--- src/rtl/cfg_seq_pkg.sv ---
package cfg_seq_pkg;
  localparam logic [7:0] OP_ID      = 8'h07;
  localparam logic [7:0] OP_STAT    = 8'h09;
  localparam logic [7:0] OP_ERASE   = 8'h70;
  localparam logic [7:0] OP_REFRESH = 8'h71;
  localparam logic [7:0] OP_WEN     = 8'h4A;
  localparam logic [7:0] OP_WDIS    = 8'h4F;
  localparam logic [7:0] OP_BURST   = 8'h41;
  localparam logic [31:0] ERASED_WORD = 32'h0001_0000;
  localparam logic [31:0] DONE_MASK   = 32'h0000_4000;

  typedef enum logic [2:0] {ERR_NONE, ERR_EMPTY, ERR_UNSUP, ERR_TIMEOUT, ERR_NOTCFG} err_e;
  typedef enum logic [3:0] {ST_ID, ST_STAT0, ST_REF, ST_WEN, ST_ERASE, ST_POLL,
                            ST_BURST, ST_WDIS, ST_STATF} step_e;
  typedef enum logic [2:0] {PH_IDLE, PH_GAP, PH_LOAD, PH_BYTE, PH_EVAL, PH_WAIT} phase_e;
  typedef enum logic [1:0] {BS_HDR, BS_PAY, BS_TRL} bsub_e;
endpackage

--- src/rtl/cfg_ms_tick.sv ---
module cfg_ms_tick #(
  parameter int CYC = 100_000
) (
  input  logic clk,
  input  logic rst_n,
  input  logic clr,
  output logic tick
);
  localparam int W = $clog2(CYC + 1);
  logic [W-1:0] cnt;

  assign tick = (cnt == W'(CYC - 1));

  always_ff @(posedge clk or negedge rst_n) begin
    if (!rst_n)        cnt <= '0;
    else if (clr)      cnt <= '0;
    else if (tick)     cnt <= '0;
    else               cnt <= cnt + 1'b1;
  end
endmodule

--- src/rtl/cfg_spi_byte.sv ---
module cfg_spi_byte #(
  parameter int HALF = 2
) (
  input  logic       clk,
  input  logic       rst_n,
  input  logic       go,
  input  logic [7:0] tx,
  input  logic       miso,
  output logic       sclk,
  output logic       mosi,
  output logic [7:0] rx,
  output logic       fin,
  output logic       active
);
  localparam int CW = $clog2(HALF + 1);
  logic [CW-1:0] cnt;
  logic [2:0]    bitn;
  logic [7:0]    sh;

  assign mosi = sh[7];

  always_ff @(posedge clk or negedge rst_n) begin
    if (!rst_n) begin
      cnt <= '0; bitn <= '0; sh <= '0; rx <= '0;
      sclk <= 1'b0; fin <= 1'b0; active <= 1'b0;
    end else begin
      fin <= 1'b0;
      if (!active) begin
        if (go) begin
          active <= 1'b1; sh <= tx; cnt <= '0; bitn <= '0; sclk <= 1'b0;
        end
      end else if (cnt == CW'(HALF - 1)) begin
        cnt <= '0;
        if (!sclk) begin
          sclk <= 1'b1;
          rx   <= {rx[6:0], miso};
        end else begin
          sclk <= 1'b0;
          if (bitn == 3'd7) begin
            active <= 1'b0;
            fin    <= 1'b1;
          end else begin
            bitn <= bitn + 1'b1;
            sh   <= {sh[6:0], 1'b0};
          end
        end
      end else begin
        cnt <= cnt + 1'b1;
      end
    end
  end


  mosi_hold_chk: assert property (@(posedge clk) disable iff (!rst_n)
    (sclk && $past(sclk)) |-> $stable(mosi));
endmodule

--- src/rtl/fpga_cfg_seq.sv ---
module fpga_cfg_seq
  import cfg_seq_pkg::*;
#(
  parameter int          CLK_HZ    = 100_000_000,
  parameter int          SCLK_HALF = 2,
  parameter int          POLL_MS   = 10,
  parameter int          POLL_MAX  = 500,
  parameter logic [31:0] ID_A      = 32'hC208_8080,
  parameter logic [31:0] ID_B      = 32'hC204_8080
) (
  input  logic       clk,
  input  logic       rst_n,
  input  logic       start,
  input  logic       bs_empty,
  input  logic [7:0] bs_data,
  input  logic       bs_valid,
  input  logic       bs_last,
  output logic       bs_ready,
  output logic       spi_sclk,
  output logic       spi_mosi,
  input  logic       spi_miso,
  output logic       spi_cs_n,
  output logic       busy,
  output logic       done,
  output logic       error,
  output logic [2:0] err_code
);
  localparam int CYC_MS   = CLK_HZ / 1000;
  localparam int GAP_CLKS = 4 * SCLK_HALF;
  localparam int GW       = $clog2(GAP_CLKS + 1);
  localparam int PW       = $clog2(POLL_MAX + 1);
  localparam int MW       = $clog2(POLL_MS + 1);

  step_e  step;
  phase_e ph;
  bsub_e  bsub;
  err_e   err_q;
  logic [2:0]    bidx;
  logic [31:0]   word;
  logic          last_q;
  logic [GW-1:0] gap_cnt;
  logic [PW-1:0] poll_cnt;
  logic [MW-1:0] ms_cnt;
  logic          go, fin, eng_active, tick;
  logic [7:0]    tx, rx;

  function automatic logic [7:0] step_op(step_e s);
    case (s)
      ST_ID:    return OP_ID;
      ST_REF:   return OP_REFRESH;
      ST_WEN:   return OP_WEN;
      ST_ERASE: return OP_ERASE;
      ST_WDIS:  return OP_WDIS;
      default:  return OP_STAT;
    endcase
  endfunction

  function automatic logic step_rd(step_e s);
    return (s == ST_ID) || (s == ST_STAT0) || (s == ST_POLL) || (s == ST_STATF);
  endfunction

  assign err_code = err_q;

  cfg_spi_byte #(.HALF(SCLK_HALF)) u_byte (
    .clk(clk), .rst_n(rst_n), .go(go), .tx(tx), .miso(spi_miso),
    .sclk(spi_sclk), .mosi(spi_mosi), .rx(rx), .fin(fin), .active(eng_active));

  cfg_ms_tick #(.CYC(CYC_MS)) u_tick (
    .clk(clk), .rst_n(rst_n), .clr(ph == PH_EVAL), .tick(tick));

  // byte selection for the current frame position
  always_comb begin
    go = 1'b0; tx = 8'h00; bs_ready = 1'b0;
    if (ph == PH_LOAD) begin
      if (step == ST_BURST) begin
        case (bsub)
          BS_HDR: begin tx = (bidx == 3'd0) ? OP_BURST : 8'hFF; go = 1'b1; end
          BS_PAY: begin bs_ready = 1'b1; tx = bs_data; go = bs_valid; end
          default: begin tx = 8'h00; go = 1'b1; end
        endcase
      end else begin
        tx = (bidx == 3'd0) ? step_op(step) : 8'h00;
        go = 1'b1;
      end
    end
  end

  always_ff @(posedge clk or negedge rst_n) begin
    if (!rst_n) begin
      step <= ST_ID; ph <= PH_IDLE; bsub <= BS_HDR; err_q <= ERR_NONE;
      bidx <= '0; word <= '0; last_q <= 1'b0; gap_cnt <= '0;
      poll_cnt <= '0; ms_cnt <= '0;
      spi_cs_n <= 1'b1; busy <= 1'b0; done <= 1'b0; error <= 1'b0;
    end else begin
      case (ph)
        PH_IDLE: if (start) begin
          done <= 1'b0; error <= 1'b0; err_q <= ERR_NONE;
          if (bs_empty) begin
            done <= 1'b1; error <= 1'b1; err_q <= ERR_EMPTY;
          end else begin
            busy <= 1'b1; step <= ST_ID; ph <= PH_GAP; gap_cnt <= '0;
          end
        end
        PH_GAP: begin
          if (gap_cnt == GW'(GAP_CLKS - 1)) begin
            gap_cnt <= '0; spi_cs_n <= 1'b0; bidx <= '0; bsub <= BS_HDR;
            ph <= PH_LOAD;
          end else begin
            gap_cnt <= gap_cnt + 1'b1;
          end
        end
        PH_LOAD: if (go) begin
          ph <= PH_BYTE;
          if (step == ST_BURST && bsub == BS_PAY) last_q <= bs_last;
        end
        PH_BYTE: if (fin) begin
          ph <= PH_LOAD;
          if (step_rd(step) && bidx[2]) word <= {word[23:0], rx};
          if (step == ST_BURST) begin
            case (bsub)
              BS_HDR: if (bidx == 3'd3) bsub <= BS_PAY; else bidx <= bidx + 1'b1;
              BS_PAY: if (last_q) begin bsub <= BS_TRL; bidx <= '0; end
              default: if (bidx == 3'd3) begin spi_cs_n <= 1'b1; ph <= PH_EVAL; end
                       else bidx <= bidx + 1'b1;
            endcase
          end else if (bidx == (step_rd(step) ? 3'd7 : 3'd3)) begin
            spi_cs_n <= 1'b1; ph <= PH_EVAL;
          end else begin
            bidx <= bidx + 1'b1;
          end
        end
        PH_EVAL: begin
          ph <= PH_GAP;
          case (step)
            ST_ID: if (word == ID_A || word == ID_B) step <= ST_STAT0;
                   else begin ph <= PH_IDLE; busy <= 1'b0; done <= 1'b1;
                              error <= 1'b1; err_q <= ERR_UNSUP; end
            ST_STAT0: step <= ST_REF;
            ST_REF:   step <= ST_WEN;
            ST_WEN:   step <= ST_ERASE;
            ST_ERASE: begin step <= ST_POLL; poll_cnt <= '0; end
            ST_POLL:
              if (word == ERASED_WORD) step <= ST_BURST;
              else if (poll_cnt == PW'(POLL_MAX - 1)) begin
                ph <= PH_IDLE; busy <= 1'b0; done <= 1'b1;
                error <= 1'b1; err_q <= ERR_TIMEOUT;
              end else begin
                poll_cnt <= poll_cnt + 1'b1; ms_cnt <= '0; ph <= PH_WAIT;
              end
            ST_BURST: step <= ST_WDIS;
            ST_WDIS:  step <= ST_STATF;
            default: begin
              ph <= PH_IDLE; busy <= 1'b0; done <= 1'b1;
              if ((word & DONE_MASK) == '0) begin
                error <= 1'b1; err_q <= ERR_NOTCFG;
              end
            end
          endcase
        end
        PH_WAIT: if (tick) begin
          if (ms_cnt == MW'(POLL_MS - 1)) begin ph <= PH_GAP; gap_cnt <= '0; end
          else ms_cnt <= ms_cnt + 1'b1;
        end
        default: ph <= PH_IDLE;
      endcase
    end
  end


  sclk_idle_chk: assert property (@(posedge clk) disable iff (!rst_n)
    spi_cs_n |-> !spi_sclk);

  cs_gap_chk: assert property (@(posedge clk) disable iff (!rst_n)
    $rose(spi_cs_n) |=> spi_cs_n);

  ready_in_frame_chk: assert property (@(posedge clk) disable iff (!rst_n)
    bs_ready |-> (!spi_cs_n && !eng_active));

  poll_bound_chk: assert property (@(posedge clk) disable iff (!rst_n)
    poll_cnt < PW'(POLL_MAX));

  done_idle_chk: assert property (@(posedge clk) disable iff (!rst_n)
    done |-> !busy);

  err_done_chk: assert property (@(posedge clk) disable iff (!rst_n)
    error |-> (done && err_q != ERR_NONE));

  empty_reject_chk: assert property (@(posedge clk) disable iff (!rst_n)
    (start && !busy && bs_empty) |=> (done && error && !busy && spi_cs_n));
endmodule

--- config.mk ---
export PLATFORM = sky130hd
export DESIGN_NAME = fpga_cfg_seq
export DESIGN_NICKNAME = d
export VERILOG_FILES = /design/src/rtl/cfg_seq_pkg.sv /design/src/rtl/cfg_ms_tick.sv /design/src/rtl/cfg_spi_byte.sv /design/src/rtl/fpga_cfg_seq.sv
export SDC_FILE = /design/constraint.sdc
export NUM_CORES = 1
export LEC_CHECK = 0
export BUFFER_PORTS_ARGS = -buffer_cell sky130_fd_sc_hd__buf_2
export CAP_MARGIN = 40
export CORE_MARGIN = 2
export CORE_UTILIZATION = 50
export CTS_CLUSTER_SIZE = 24
export DETAILED_ROUTE_END_ITERATION = 12
export HOLD_SLACK_MARGIN = 0.08
export PLACE_DENSITY = 0.67
export SETUP_SLACK_MARGIN = 0.15
export SYNTH_ARGS = -nofsm -noshare
export SYNTH_HDL_FRONTEND = slang
export SYNTH_SLANG_ARGS = --single-unit
--- constraint.sdc ---
create_clock -name clk -period 2.5 [get_ports clk]
set_input_delay 0.25 -clock clk [delete_from_list [all_inputs] [get_ports clk]]
set_output_delay 0.25 -clock clk [all_outputs]
set_load 0.01 [all_outputs]
==> results of run 1 <==
## stage by stage
step	hold WS [ps]	area (um2)	cells
after CTS	81.4	6210	734
final	99.2	6230	735
after global placement	369	5960	717
after detailed placement	376	5960	717
after global routing	88.1	6230	735
after floorplan	-45.6	5610	555
## cell families (layout without fill, tap and decap cells)
group,count (synthesis),after routing,share of synthesized area
and+or+nand+nor,212,212,0.194
DFF,110,110,0.491
muxes,45,45,0.0896
buffers and inverters,44,84,0.0381
AOI/OAI and AO/OA,111,111,0.129
adders and majority gates,11,11,0.0245
xor gates and xnor gates,22,22,0.0343
## routing by layer
layer / vias up / routed length (um) / GRT usage
li1: 2065 / - / -
met1: 2064 / 5460 / 0.287
met2: 70 / 5480 / 0.328
met3: 10 / 461 / 0.0557
met4: 0 / 135 / 0.0552
met5: - / 0 / 0
## registers in the layout, indices dropped and copies added, names as in the netlist, 2 cells and up
name,count
bsub,2
u_byte.bitn,3
u_byte.rx,8
gap_cnt,4
word,32
err_code,3
u_tick.cnt,17
ms_cnt,4
u_byte.sh,8
step,4
u_byte.cnt,2
bidx,3
poll_cnt,9
ph,3
## power groups by stage
stage,Sequential [mW],Clock [mW],Combinational [mW]
2_1_floorplan,2.29,0,0.907
3_3_place_gp,2.37,0,1.15
3_5_place_dp,2.39,0,1.19
4_1_cts,2.35,1.25,1.19
5_1_grt,2.40,1.32,1.34
6_report,2.35,1.21,1.18
## layout make-up
| class | count | area, um2 | area share |
|---|---|---|---|
| multi-input combinational | 401 | 2650 | 0.426 |
| timing repair buffer | 49 | 338 | 0.0543 |
| clock buffer | 10 | 138 | 0.0221 |
| tap | 140 | 175 | 0.0281 |
| clock inverter | 6 | 93.8 | 0.0151 |
| inverter | 19 | 71.3 | 0.0115 |
| sequential | 110 | 2760 | 0.443 |
## worst paths after layout
| path | from | to | slack (ps) |
|---|---|---|---|
| setup / recovery | word[1] | poll_cnt[3] | 260 |
| hold / removal | spi_miso | u_byte.rx[0] | 100 |
| setup reg to reg | word[1] | poll_cnt[3] | 260 |
| hold reg to reg | u_tick.cnt[0] | u_tick.cnt[0] | 460 |
| max in group asynchronous | rst_n | step[0] | 1530 |
| min in group asynchronous | rst_n | u_tick.cnt[13] | 420 |
## worst max-delay path, cell delays in order (launching register included)
cell and delay (ps):
sky130_fd_sc_hd__dfrtp_1 400, sky130_fd_sc_hd__nor4_1 350, sky130_fd_sc_hd__nand4_1 250, sky130_fd_sc_hd__or3_1 520, sky130_fd_sc_hd__nand3_1 120, sky130_fd_sc_hd__mux2_2 340
sky130_fd_sc_hd__a22o_1 170
## repair_timing
item	4_1_cts	5_1_grt
hold buffers	1	0
endpoints found under the setup margin	0	12
resized for setup	0	5
buffers inserted	0	1
endpoints found under the hold margin	109	0
## layout by cell type, fill, tap and decap left out, drive strengths merged, types with 11 or more instances in the layout
cell type    n
a21oi       36
inv         20
buf         48
xnor2       12
dfrtp      109
o21ai       24
nand2       55
nand4       14
nor4        14
nand3       26
nor2        46
ha          11
mux2        42
==> run summary, run 1 <==
The flow ran to the end, and the final reports show no timing, DRC or antenna violations. The run gives 0 ps as the setup TNS. TritonCTS created 9 clock buffers. At the pin with the least slew margin, the transition time is 621 ps. The die height came out at 110 um.

After global routing the overflow that remains totals 0. The tools report the combinational share of power as 0.249. Dividing the synthesized area by the synthesized cell count gives 10.1 um2.

Summing internal, switching and leakage power gives 4.74 mW. The kind of launch point of the worst setup path was a register. The largest total area in the synthesized netlist belongs to sky130_fd_sc_hd__dfrtp_1. The tools report the total setup violations reported at the end of the flow as 0.

The average detailed-routed wire length per instance was 15.7 um; the first-pass detailed-route iteration total was 4. The area growth from synthesis to layout is 10.9%. Setup repair after global routing could not meet its margin everywhere.

The number of routed nets with antenna violations is 0. The worst hold path belongs to the class in -> reg. The detailed-route vias per instance works out to 5.73. The tools report the number of antenna violations at the first check in global routing as 0. By area the synthesized netlist is led by sky130_fd_sc_hd__dfrtp_1, sky130_fd_sc_hd__mux2_2, sky130_fd_sc_hd__nand2_1. Across all layers, the routed design uses 4209 vias.

The post-layout net count came out at 616. The first global-routing pass estimated 19600 um of wire. Entering global routing, the biggest net connects 111 pins. Synthesis produced a netlist with a net count of 581. TritonCTS built the clock tree. The number of antenna cells inserted came out at 0. The setup slack at placement was 219 ps. Clock-pin slew was measured on the worst setup and hold paths at 110 ps. The number of top-level pins came out at 25. The final clock skew came out at 12.9 ps. The run gives 11500 um as the final wirelength. The fraction of layout instances using a drive strength above 1 was 0.208. Measured along the x axis, the die boundary spans 110 um.

The core occupancy in the finished layout is 0.572, and the final period utilization is 0.896. The type of the worst setup path was reg -> reg. The analysis attributes to cell leakage a power of 2.83 nW. The worst setup path is captured at a register. Sorting the synthesized cells by how often they occur yields sky130_fd_sc_hd__dfrtp_1, sky130_fd_sc_hd__nand2_1, sky130_fd_sc_hd__nor2_1, sky130_fd_sc_hd__mux2_2, sky130_fd_sc_hd__a21oi_1. The share of total power consumed by net switching came out at 0.321. The synthesized area came out at 5610 um2.

Highest fanout seen on the critical path: 5. The run gives 0.496 as the sequential fraction of design power. The run gives 0.515 as the initial core utilization. The tools report the share of the yosys chip area belonging to registers as 0.491. In this run the power spent charging and discharging nets is 1.52 mW. The dominant synthesized flop cell was sky130_fd_sc_hd__dfrtp_1. Number of H-tree levels: 3. Cell internal power was estimated by the tool at 3.22 mW. The number of cells on the worst reg-to-reg path is 6. For the worst setup path, the data required time is 2790 ps. For this run, the number of Yosys warnings is 0. The layout has 945 filler cells. For the final number of hold-violating endpoints, the log shows 0. The worst path needs 2240 ps of the cycle, external delays included. The run gives 12100 um2 as the die area. The longest clock path from root to sink contains 2 buffers. VDD sags by at most 0.000638 V.

For the final setup slack of the worst path, the log shows 260 ps. The relative slew slack was 0.584. Area share of the largest cell type after synthesis: 0.486.

The hold-critical path depth came out at 2. sky130_fd_sc_hd__dfrtp_1 is the most common cell in the netlist. The async set or reset register ratio after synthesis came out at 1.00. Counting every sink on the clock net gives 110.

Input and output buffers added on the ports amount to 24. In this run, synthesis inferred 0 flip-flops with an integrated enable. For this design the ratio of total power to cell area is 762 nW/um2. The initialized floorplan defines 38 standard-cell rows.

Yosys mapped the design onto 67 distinct sky130hd cell types. The number of register bits inferred by synthesis was 110. The root buffer cell chosen for the clock tree is sky130_fd_sc_hd__clkbuf_8. The tools report the arrival time at the worst endpoint as 2530 ps. The detailed placement HPWL is 8230 um, and the portion of total power attributed to the clock network is 0.255. The clock reaches the later pin of the worst-skew pair after 390 ps. The total routing usage reported by global routing came out at 0.209. The number of global-route vias before repair came out at 4089.

The maximum achievable frequency is 0.446 GHz, and the routability congestion estimate from global placement is 0.884. For the count of max-cap constraint violations, the log shows 0. The detailed router finished its first iteration with 327 violations.

After technology mapping, the gate count stands at 555. The total core area was 10900 um2; the residual DRC count was 0. Max-slew violation count: 0.
Power figures use the tool's default switching activity.
==> run 2, diff against run 1 <==
Settings changed: SYNTH_HIERARCHICAL from default to 1.
==> run 2 against run 1 <==
  * Final cell count rose by 0.54%
  * Global-route usage shrank 0.71 points
  * Sequential share of layout area is 1.7 points lower
  * Combinational power grew 6%
  * Area after synthesis increased by 4.1%
  * Non-clock buffer count decreased by 10
  * Sequential cell count did not move
  * Worst hold slack improved by 29 ps
  * Critical path depth shrank 1
  * Clock-buffer cell count is 1 higher
  * Clock power grew 13%
  * Largest cell class is now multi-input gates
==> run summary, run 2 <==
In this run the count of I/O pins placed on the die edge is 25. The number of routed nets with antenna violations came out at 0. The max-slew violation count is 0. The type of the worst setup path was reg -> reg. The most critical setup path has its startpoint at word[1]. The area share of the largest cell type after synthesis was 0.467; the residual DRC count was 0.

The setup TNS was 0 ps. The run gives 51 as the largest net degree at the start of global routing. The met1 layer wirelength in the final routing was 5830 um; the setup slack at placement was 240 ps.

Total routing usage reported by global routing: 0.202. The horizontal die dimension works out to 112 um. The tools report the detailed-routed wire length on met3 as 423 um.

The number of antenna cells inserted came out at 0. The logs give 2.85 nW for the leakage component of the power and 9 for the number of buffers added by the clock tree synthesis step. TritonCTS built the clock tree. The area growth from synthesis to layout is 10.8%.

The run gives 4336 as the via count. For the worst setup path, the data arrival time is 2440 ps. The register with the most flip-flops in the layout has 32 of them. Area of all placed cells without fillers: 6470 um2. The fraction of layout instances using a drive strength above 1 is 0.198. The worst-skew pair later-pin latency was 350 ps; the final wirelength was 12000 um. The run gives 0 as the residual overflow from global routing. In this run the register-to-register setup slack is 310 ps. For the required time at the worst-slack endpoint, the log shows 2750 ps. The clock net in this run drives a total of 110 sinks. Clock-pin slew was measured on the worst setup and hold paths at 70 ps. The tools report the number of H-tree levels as 3.

Counting flops and latches in the post-synthesis netlist gives 110. At the end of the flow, the number of nets in the layout was 617. The die is 112 um tall. For this run, the leading register cell type out of synthesis is sky130_fd_sc_hd__dfrtp_1. In this run the standard cell core region covers 11400 um2. In the final layout, the registers with the most flip-flops are word x32, u_tick/cnt x17, poll_cnt x9. The number of buffers inserted by port buffering was 24. IR analysis of the VDD net gives a maximum drop of 0.000750 V. The worst setup path is captured at a register. The run gives 12600 um2 as the die area. The relative slew slack was 0.607; the detailed placement HPWL was 8660 um. In the synthesized netlist, the cells that appear most often are sky130_fd_sc_hd__dfrtp_1, sky130_fd_sc_hd__nor2_1, sky130_fd_sc_hd__mux2_2, sky130_fd_sc_hd__nand2_1, sky130_fd_sc_hd__a21oi_1. In this run, distinct cell masters in the synthesized netlist total 79.

In the layout the commonest cells are sky130_fd_sc_hd__dfrtp_1, sky130_fd_sc_hd__nor2_1, sky130_fd_sc_hd__mux2_2, sky130_fd_sc_hd__nand2_1, sky130_fd_sc_hd__a21oi_1. Register with the highest flop count: word. In this run the power density over the cells is 756 nW/um2.

At the pin with the least slew margin, the transition time is 581 ps. The highest fanout seen on the critical path works out to 7. The flow ran to the end, and the final reports show no timing, DRC or antenna violations. The number of cells on the worst reg-to-reg path is 5. The number of nets handed over by synthesis was 591.

The synthesized design contains 0 enable-type register cells. The class of the worst hold path was in -> reg. After technology mapping, the gate count stands at 565. The endpoint identified for the worst register-to-register timing path is step[1]. Once the clock tree was built, the setup fixing pass inserted 0 buffers. Max-cap violations in this run came to 0. For the number of warning messages in the yosys log, the log shows 6.

Dividing the detail-routed via count by the number of cells gives 5.87. The first global-routing pass estimated 20700 um of wire. Async set or reset register ratio after synthesis: 1.00.

Most frequent standard cell in the layout excluding fill and tap cells: sky130_fd_sc_hd__dfrtp_1. The tools report the post-placement cell count as 722. The clock tree root buffer cell is sky130_fd_sc_hd__clkbuf_16. For this run, the detailed router's first-pass iteration total came to 4. After synthesis, the mean cell area works out to 10.3 um2. Between clock sinks in the finished design, the worst skew comes to 9.51 ps.

Following the worst setup path forward leads to its endpoint at step[1]. Maximum achievable frequency: 0.456 GHz. Setup repair after global routing left no endpoint under its margin.

Signal routing reaches up to met4. Once layout is complete, the cells apart from fillers number 739. At the end of routability-driven placement, the weighted congestion stood at 0.817. Deepest clock path buffer count: 2. sky130_fd_sc_hd__dfrtp_1 is the most common cell in the netlist. The share of the yosys chip area belonging to registers came out at 0.471. Subtracting the final worst setup slack from the clock period gives 2190 ps.

The kind of launch point of the worst setup path is a register. Setup violations remaining at the end of the flow were counted as 0. Row generation in the floorplan step produced 39 rows. The logs give 5550 um for the met2 layer wire length in the routed design and 5840 um2 for the synthesized area. The final number of hold-violating endpoints is 0, and the average detailed-routed wire length per instance is 16.2 um. Number of global-route vias before repair: 4251.

The initial core utilization came out at 0.512. The final period utilization is 0.877. The initial detailed-routing violation count is 338, and the number of antenna violations at the first check in global routing is 0. Sorting the synthesized cells by area gives the leading types as sky130_fd_sc_hd__dfrtp_1, sky130_fd_sc_hd__mux2_2, sky130_fd_sc_hd__nor2_1. The tools report the final setup slack of the worst path as 308 ps. The worst register-to-register path begins at word[1]. The biggest area contributor in the post-synthesis netlist is sky130_fd_sc_hd__dfrtp_1.

The tools report the total cell area at the placement stage as 6150 um2.
-- run 2: cell types whose count changed in the layout (fill, tap and decap cells not counted), sizes merged, moves of 4 or more --
| cell | before | now |
|---|---|---|
| nand2b | 4 | 15 |
| xnor2 | 12 | 8 |
| buf | 48 | 38 |
| and3 | 10 | 6 |
| a21oi | 36 | 26 |
| mux2i | 3 | 12 |
| nand2 | 55 | 40 |
| o221a | 0 | 7 |
| or2b | 0 | 7 |
-- run 2: worst max-delay path, cell delays in order (launching register included) --
cell and delay (ps):
sky130_fd_sc_hd__dfrtp_1 390, sky130_fd_sc_hd__nor4_1 460, sky130_fd_sc_hd__nand4_2 300, sky130_fd_sc_hd__o31a_1 370, sky130_fd_sc_hd__o311a_1 340, sky130_fd_sc_hd__a211o_1 230
-- run 2: power by group --
| part | leakage [nW] | switching (mW) | internal, mW | total, mW |
|---|---|---|---|---|
| logic | 1.27 | 0.675 | 0.571 | 1.25 |
| clock network | 0.137 | 0.658 | 0.713 | 1.37 |
| registers | 1.44 | 0.245 | 2.03 | 2.27 |
| total | 2.85 | 1.58 | 3.31 | 4.89 |
-- run 2: timing repair --
item                                   in CTS  in global routing
hold buffers                                1                  0
setup endpoints to repair                   1                  7
endpoints found under the hold margin      35                  0
gates resized for setup                     1                  5
-- run 2: layout make-up --
type                       count  area, um2
clock buffer                  11        243
clock inverter                 5       38.8
fill                         967       4940
inverter                      17       63.8
multi-input combinational    414       2930
sequential                   110       2750
tap                          143        179
timing repair buffer          39        263
-- run 2: worst min-delay path by stage --
| stage | from | to | cells past startpoint |
|---|---|---|---|
| CTS | spi_miso | u_byte/rx[0] | 2 |
| global placement | rst_n | u_byte/bitn[1] | 1 |
| global route | spi_miso | u_byte/rx[0] | 2 |
| floorplan | rst_n | bidx[0] | 0 |
| detailed placement | rst_n | u_byte/bitn[2] | 1 |
| finish | spi_miso | u_byte/rx[0] | 2 |
-- run 2: kinds of logic (layout without fill, tap and decap cells) --
| family | after synthesis | count (layout) | synth area share |
|---|---|---|---|
| multiplexers | 54 | 54 | 0.101 |
| XOR/XNOR | 19 | 19 | 0.0285 |
| flip-flops | 110 | 110 | 0.471 |
| AO/OA/AOI/OAI | 116 | 116 | 0.138 |
| adder cells (fa/ha/maj) | 11 | 11 | 0.0235 |
| AND/OR/NAND/NOR | 214 | 214 | 0.205 |
| buffers and inverters | 41 | 72 | 0.0321 |
-- run 2: through the flow --
stage          power [mW]  utilization  hold WS [ps]
5_1_grt              5.20        0.567           126
6_report             4.89        0.567           129
4_1_cts              4.93        0.565           116
2_1_floorplan        3.18            -         -45.6
3_3_place_gp         3.49        0.539           267
3_5_place_dp         3.54        0.539           262
-- run 2: routing by layer --
metal	up-vias	global-route usage
li1	2121	-
met1	2136	0.284
met2	65	0.311
met3	14	0.0481
met4	0	0.0642
met5	-	0
==> run 3, diff against run 2 <==
Settings changed: ABC_AREA from default to 1.
==> run 3 against run 2 <==
  * Sequential power fell by 3%
  * Die area rose by 5.5%
  * Sequential share of layout area fell by 1.9 points
  * Fmax fell by 0.11%
  * Critical path depth rose by 4
  * Worst hold slack improved by 6.4 ps
  * Routed wire length rose by 5.2%
  * Power rose by 3.8%
==> run summary, run 3 <==
The flow ran to the end, and the final reports show no timing, DRC or antenna violations. The tools report the total core area as 12000 um2. The clock edge transition at the registers on the reported setup and hold paths works out to 70 ps. The sort of element at the end of the critical path is a register. The run gives 0.337 as the global-route met2 utilization. The run gives 0.871 as the routability congestion estimate from global placement.

Dominant synthesized flop cell: sky130_fd_sc_hd__dfrtp_1. In the layout the commonest cells are sky130_fd_sc_hd__nand2_1, sky130_fd_sc_hd__nor2_1, sky130_fd_sc_hd__dfrtp_1, sky130_fd_sc_hd__inv_1, sky130_fd_sc_hd__nand3_1. Counting along the longest clock path gives a buffer depth of 2.

The post-layout minimum cycle time is 2190 ps, and the highest fanout seen on the critical path is 13. Summing internal, switching and leakage power gives 5.08 mW. Summed over all layers, the global routing overflow is 0. In this run the count of I/O pins placed on the die edge is 25. The required time at the worst-slack endpoint was 2740 ps; the setup TNS was 0 ps. The number of clock buffers added by TritonCTS is 9. In this run the worst hold path is classified as in -> reg.

Measured along the y axis, the die boundary spans 115 um. The routed design has 12600 um of wire. In the synthesized netlist, the cells that appear most often are sky130_fd_sc_hd__nand2_1, sky130_fd_sc_hd__nor2_1, sky130_fd_sc_hd__dfrtp_1, sky130_fd_sc_hd__inv_1, sky130_fd_sc_hd__nand3_1. TritonCTS built the clock tree. The number of synthesized flops with an enable pin came out at 0. The tools report the synthesized net count as 837. Dividing the detail-routed wire length by the instance count gives 12.7 um. After synthesis, the cell types taking the most area are sky130_fd_sc_hd__dfrtp_1, sky130_fd_sc_hd__nand2_1, sky130_fd_sc_hd__nor2_1. The first global-routing pass estimated 22200 um of wire.

Buffers added to address setup during post-CTS repair amount to 0. 0 antenna diodes ended up in the layout. The post-placement cell count was 972. Initial detailed-routing violation count: 362. The run gives 0.000679 V as the largest voltage drop on the vdd net. The total setup violations reported at the end of the flow is 0. The core occupancy in the finished layout is 0.564. Max-slew violation count: 0.

Summed over all cells, the static leakage comes to 3.39 nW. The run gives 0 as the number of routed nets with antenna violations. Dividing the detail-routed via count by the number of cells gives 5.13. The power density of the placed cells works out to 750 nW/um2. The largest registers in the layout are word x32, u_tick/cnt x17, poll_cnt x9. From left edge to right edge, the die measures 115 um.

The worst register-to-register path has a depth of 9. For the initial core utilization, the log shows 0.514. The tools report the final clock skew as 9.22 ps. The worst setup path is launched from a register. The run gives 0.0517 as the met3 track demand over resource. The async set or reset register ratio after synthesis was 1.00. Leaving out fill and tap cells, the most frequent cell in the layout is sky130_fd_sc_hd__nand2_1. Among all cell types in the netlist, the one instantiated most often is sky130_fd_sc_hd__nand2_1.

The detailed placement HPWL came out at 9340 um. The tools report the count of placed standard cells in the final layout, fillers left out as 989. The final period utilization was 0.878; the average instance area after synthesis was 7.62 um2. For the largest net degree at the start of global routing, the log shows 65. The tools report the worst-skew pair later-pin latency as 360 ps. The number of flip-flops under the largest register name works out to 32. The share of the yosys chip area belonging to registers is 0.446. The number of H-tree levels was 3. The register with the highest flop count was word. For the pin with the worst max-slew slack, the measured transition is 674 ps. For this run, the top clock speed supported by timing is 0.456 GHz. The layer flagged by global routing as most heavily used is met2. Clock tree synthesis selected as its root buffer the cell sky130_fd_sc_hd__clkbuf_16.

The area share of the largest cell type after synthesis came out at 0.442. Yosys printed 6 warnings. Synthesis produced a netlist whose cell count is 811. The number of antenna violations at the first check in global routing is 0, and the residual DRC count is 0. The first-pass detailed-route iteration total was 6; the final number of hold-violating endpoints was 0.

The synthesized netlist occupies a cell area of 6180 um2. The routed layout has 5078 vias. The synthesized design contains 110 register bits. Number of global-route vias before repair: 4932. The tree built by TritonCTS fans out to 110 sinks. The met1 track utilization from global routing came out at 0.276. Setup repair after global routing left no endpoint under its margin.

The tool flagged a number of max-cap violations equal to 0. The net count of the finished layout is 863. The worst hold path passes through 3 cells. The type of the worst setup path was reg -> reg. The area growth from synthesis to layout is 9.66%.

The run gives 2440 ps as the arrival time at the worst endpoint. Number of buffers inserted by port buffering: 24. The library cell occupying the most area in the post-synthesis netlist was sky130_fd_sc_hd__dfrtp_1. The tools report the relative slew slack as 0.551.

The fraction of layout instances using a drive strength above 1 was 0.156. The count of different cell masters after synthesis is 45. The die area was 13300 um2; the total routing usage reported by global routing was 0.208.

The number of placement rows came out at 40.
run 3: changes by cell type after synthesis, sizes merged, moves of 10 or more:
cell,change
inv,+90
mux2,-42
mux2i,-10
nand2,+187
nand2b,-15
nand3,+27
nor2,+89
nor4,-15
o21ai,+42
run 3: worst paths after layout:
path | from | end | slack, ps
min | bs_last | last_q | 130
max | ph[1] | u_byte/bitn[0] | 310
max in group asynchronous | rst_n | spi_cs_n | 1290
max reg2reg | ph[1] | u_byte/bitn[0] | 310
min reg2reg | u_byte/sh[7] | u_byte/sh[7] | 480
min in group asynchronous | rst_n | u_tick/cnt[10] | 450
run 3: timing repair:
item / in CTS / in global routing
gates resized for setup: 0 / 2
setup endpoints to repair: 0 / 6
hold endpoints to repair: 46 / 0
hold buffers: 1 / 0
run 3: cells by family (layout without fill, tap and decap cells):
group	after synthesis	in the layout	synth area share
AND/OR/NAND/NOR	439	439	0.324
multiplexers	2	2	0.00324
XOR/XNOR	12	12	0.0170
adder cells (fa/ha/maj)	11	11	0.0223
AO/OA/AOI/OAI	114	114	0.105
buffers and inverters	123	154	0.0828
flip-flops	110	110	0.446
run 3: area by class of cell:
type	instances	area (um2)
Tap cell	147	184
Timing Repair Buffer	30	195
Clock inverter	6	73.8
Clock buffer	10	239
Sequential cell	110	2750
Multi-Input combinational cell	578	2920
Fill cell	1141	5240
Inverter	108	412
run 3: critical path: stages, from the launching register on:
cell	delay [ps]
sky130_fd_sc_hd__dfrtp_1	460
sky130_fd_sc_hd__inv_1	100
sky130_fd_sc_hd__nor3_1	270
sky130_fd_sc_hd__inv_1	220
sky130_fd_sc_hd__a31oi_1	400
sky130_fd_sc_hd__nand2_4	90
sky130_fd_sc_hd__nand2_4	150
sky130_fd_sc_hd__nand2_2	220
sky130_fd_sc_hd__nand2_2	110
sky130_fd_sc_hd__nand2_1	60
run 3: power breakdown:
part	internal [mW]	switching (mW)
clock network	0.821	0.677
logic	0.467	0.904
registers	2.01	0.201
total	3.30	1.78
run 3: per-stage QoR:
stage | instance area [um2] | hold slack, ps | worst slack, ps
6_report | 6770 | 135 | 305
5_1_grt | 6770 | 141 | 156
4_1_cts | 6770 | 114 | 196
3_5_place_dp | 6450 | 310 | 246
3_3_place_gp | 6450 | 302 | 357
2_1_floorplan | 6180 | -45.6 | 614
run 3: metal layers:
metal	part of all wire	vias to the layer above
met2	0.49	76
li1	-	2624
met5	0	-
met4	0.011	0
met3	0.033	10
met1	0.47	2368
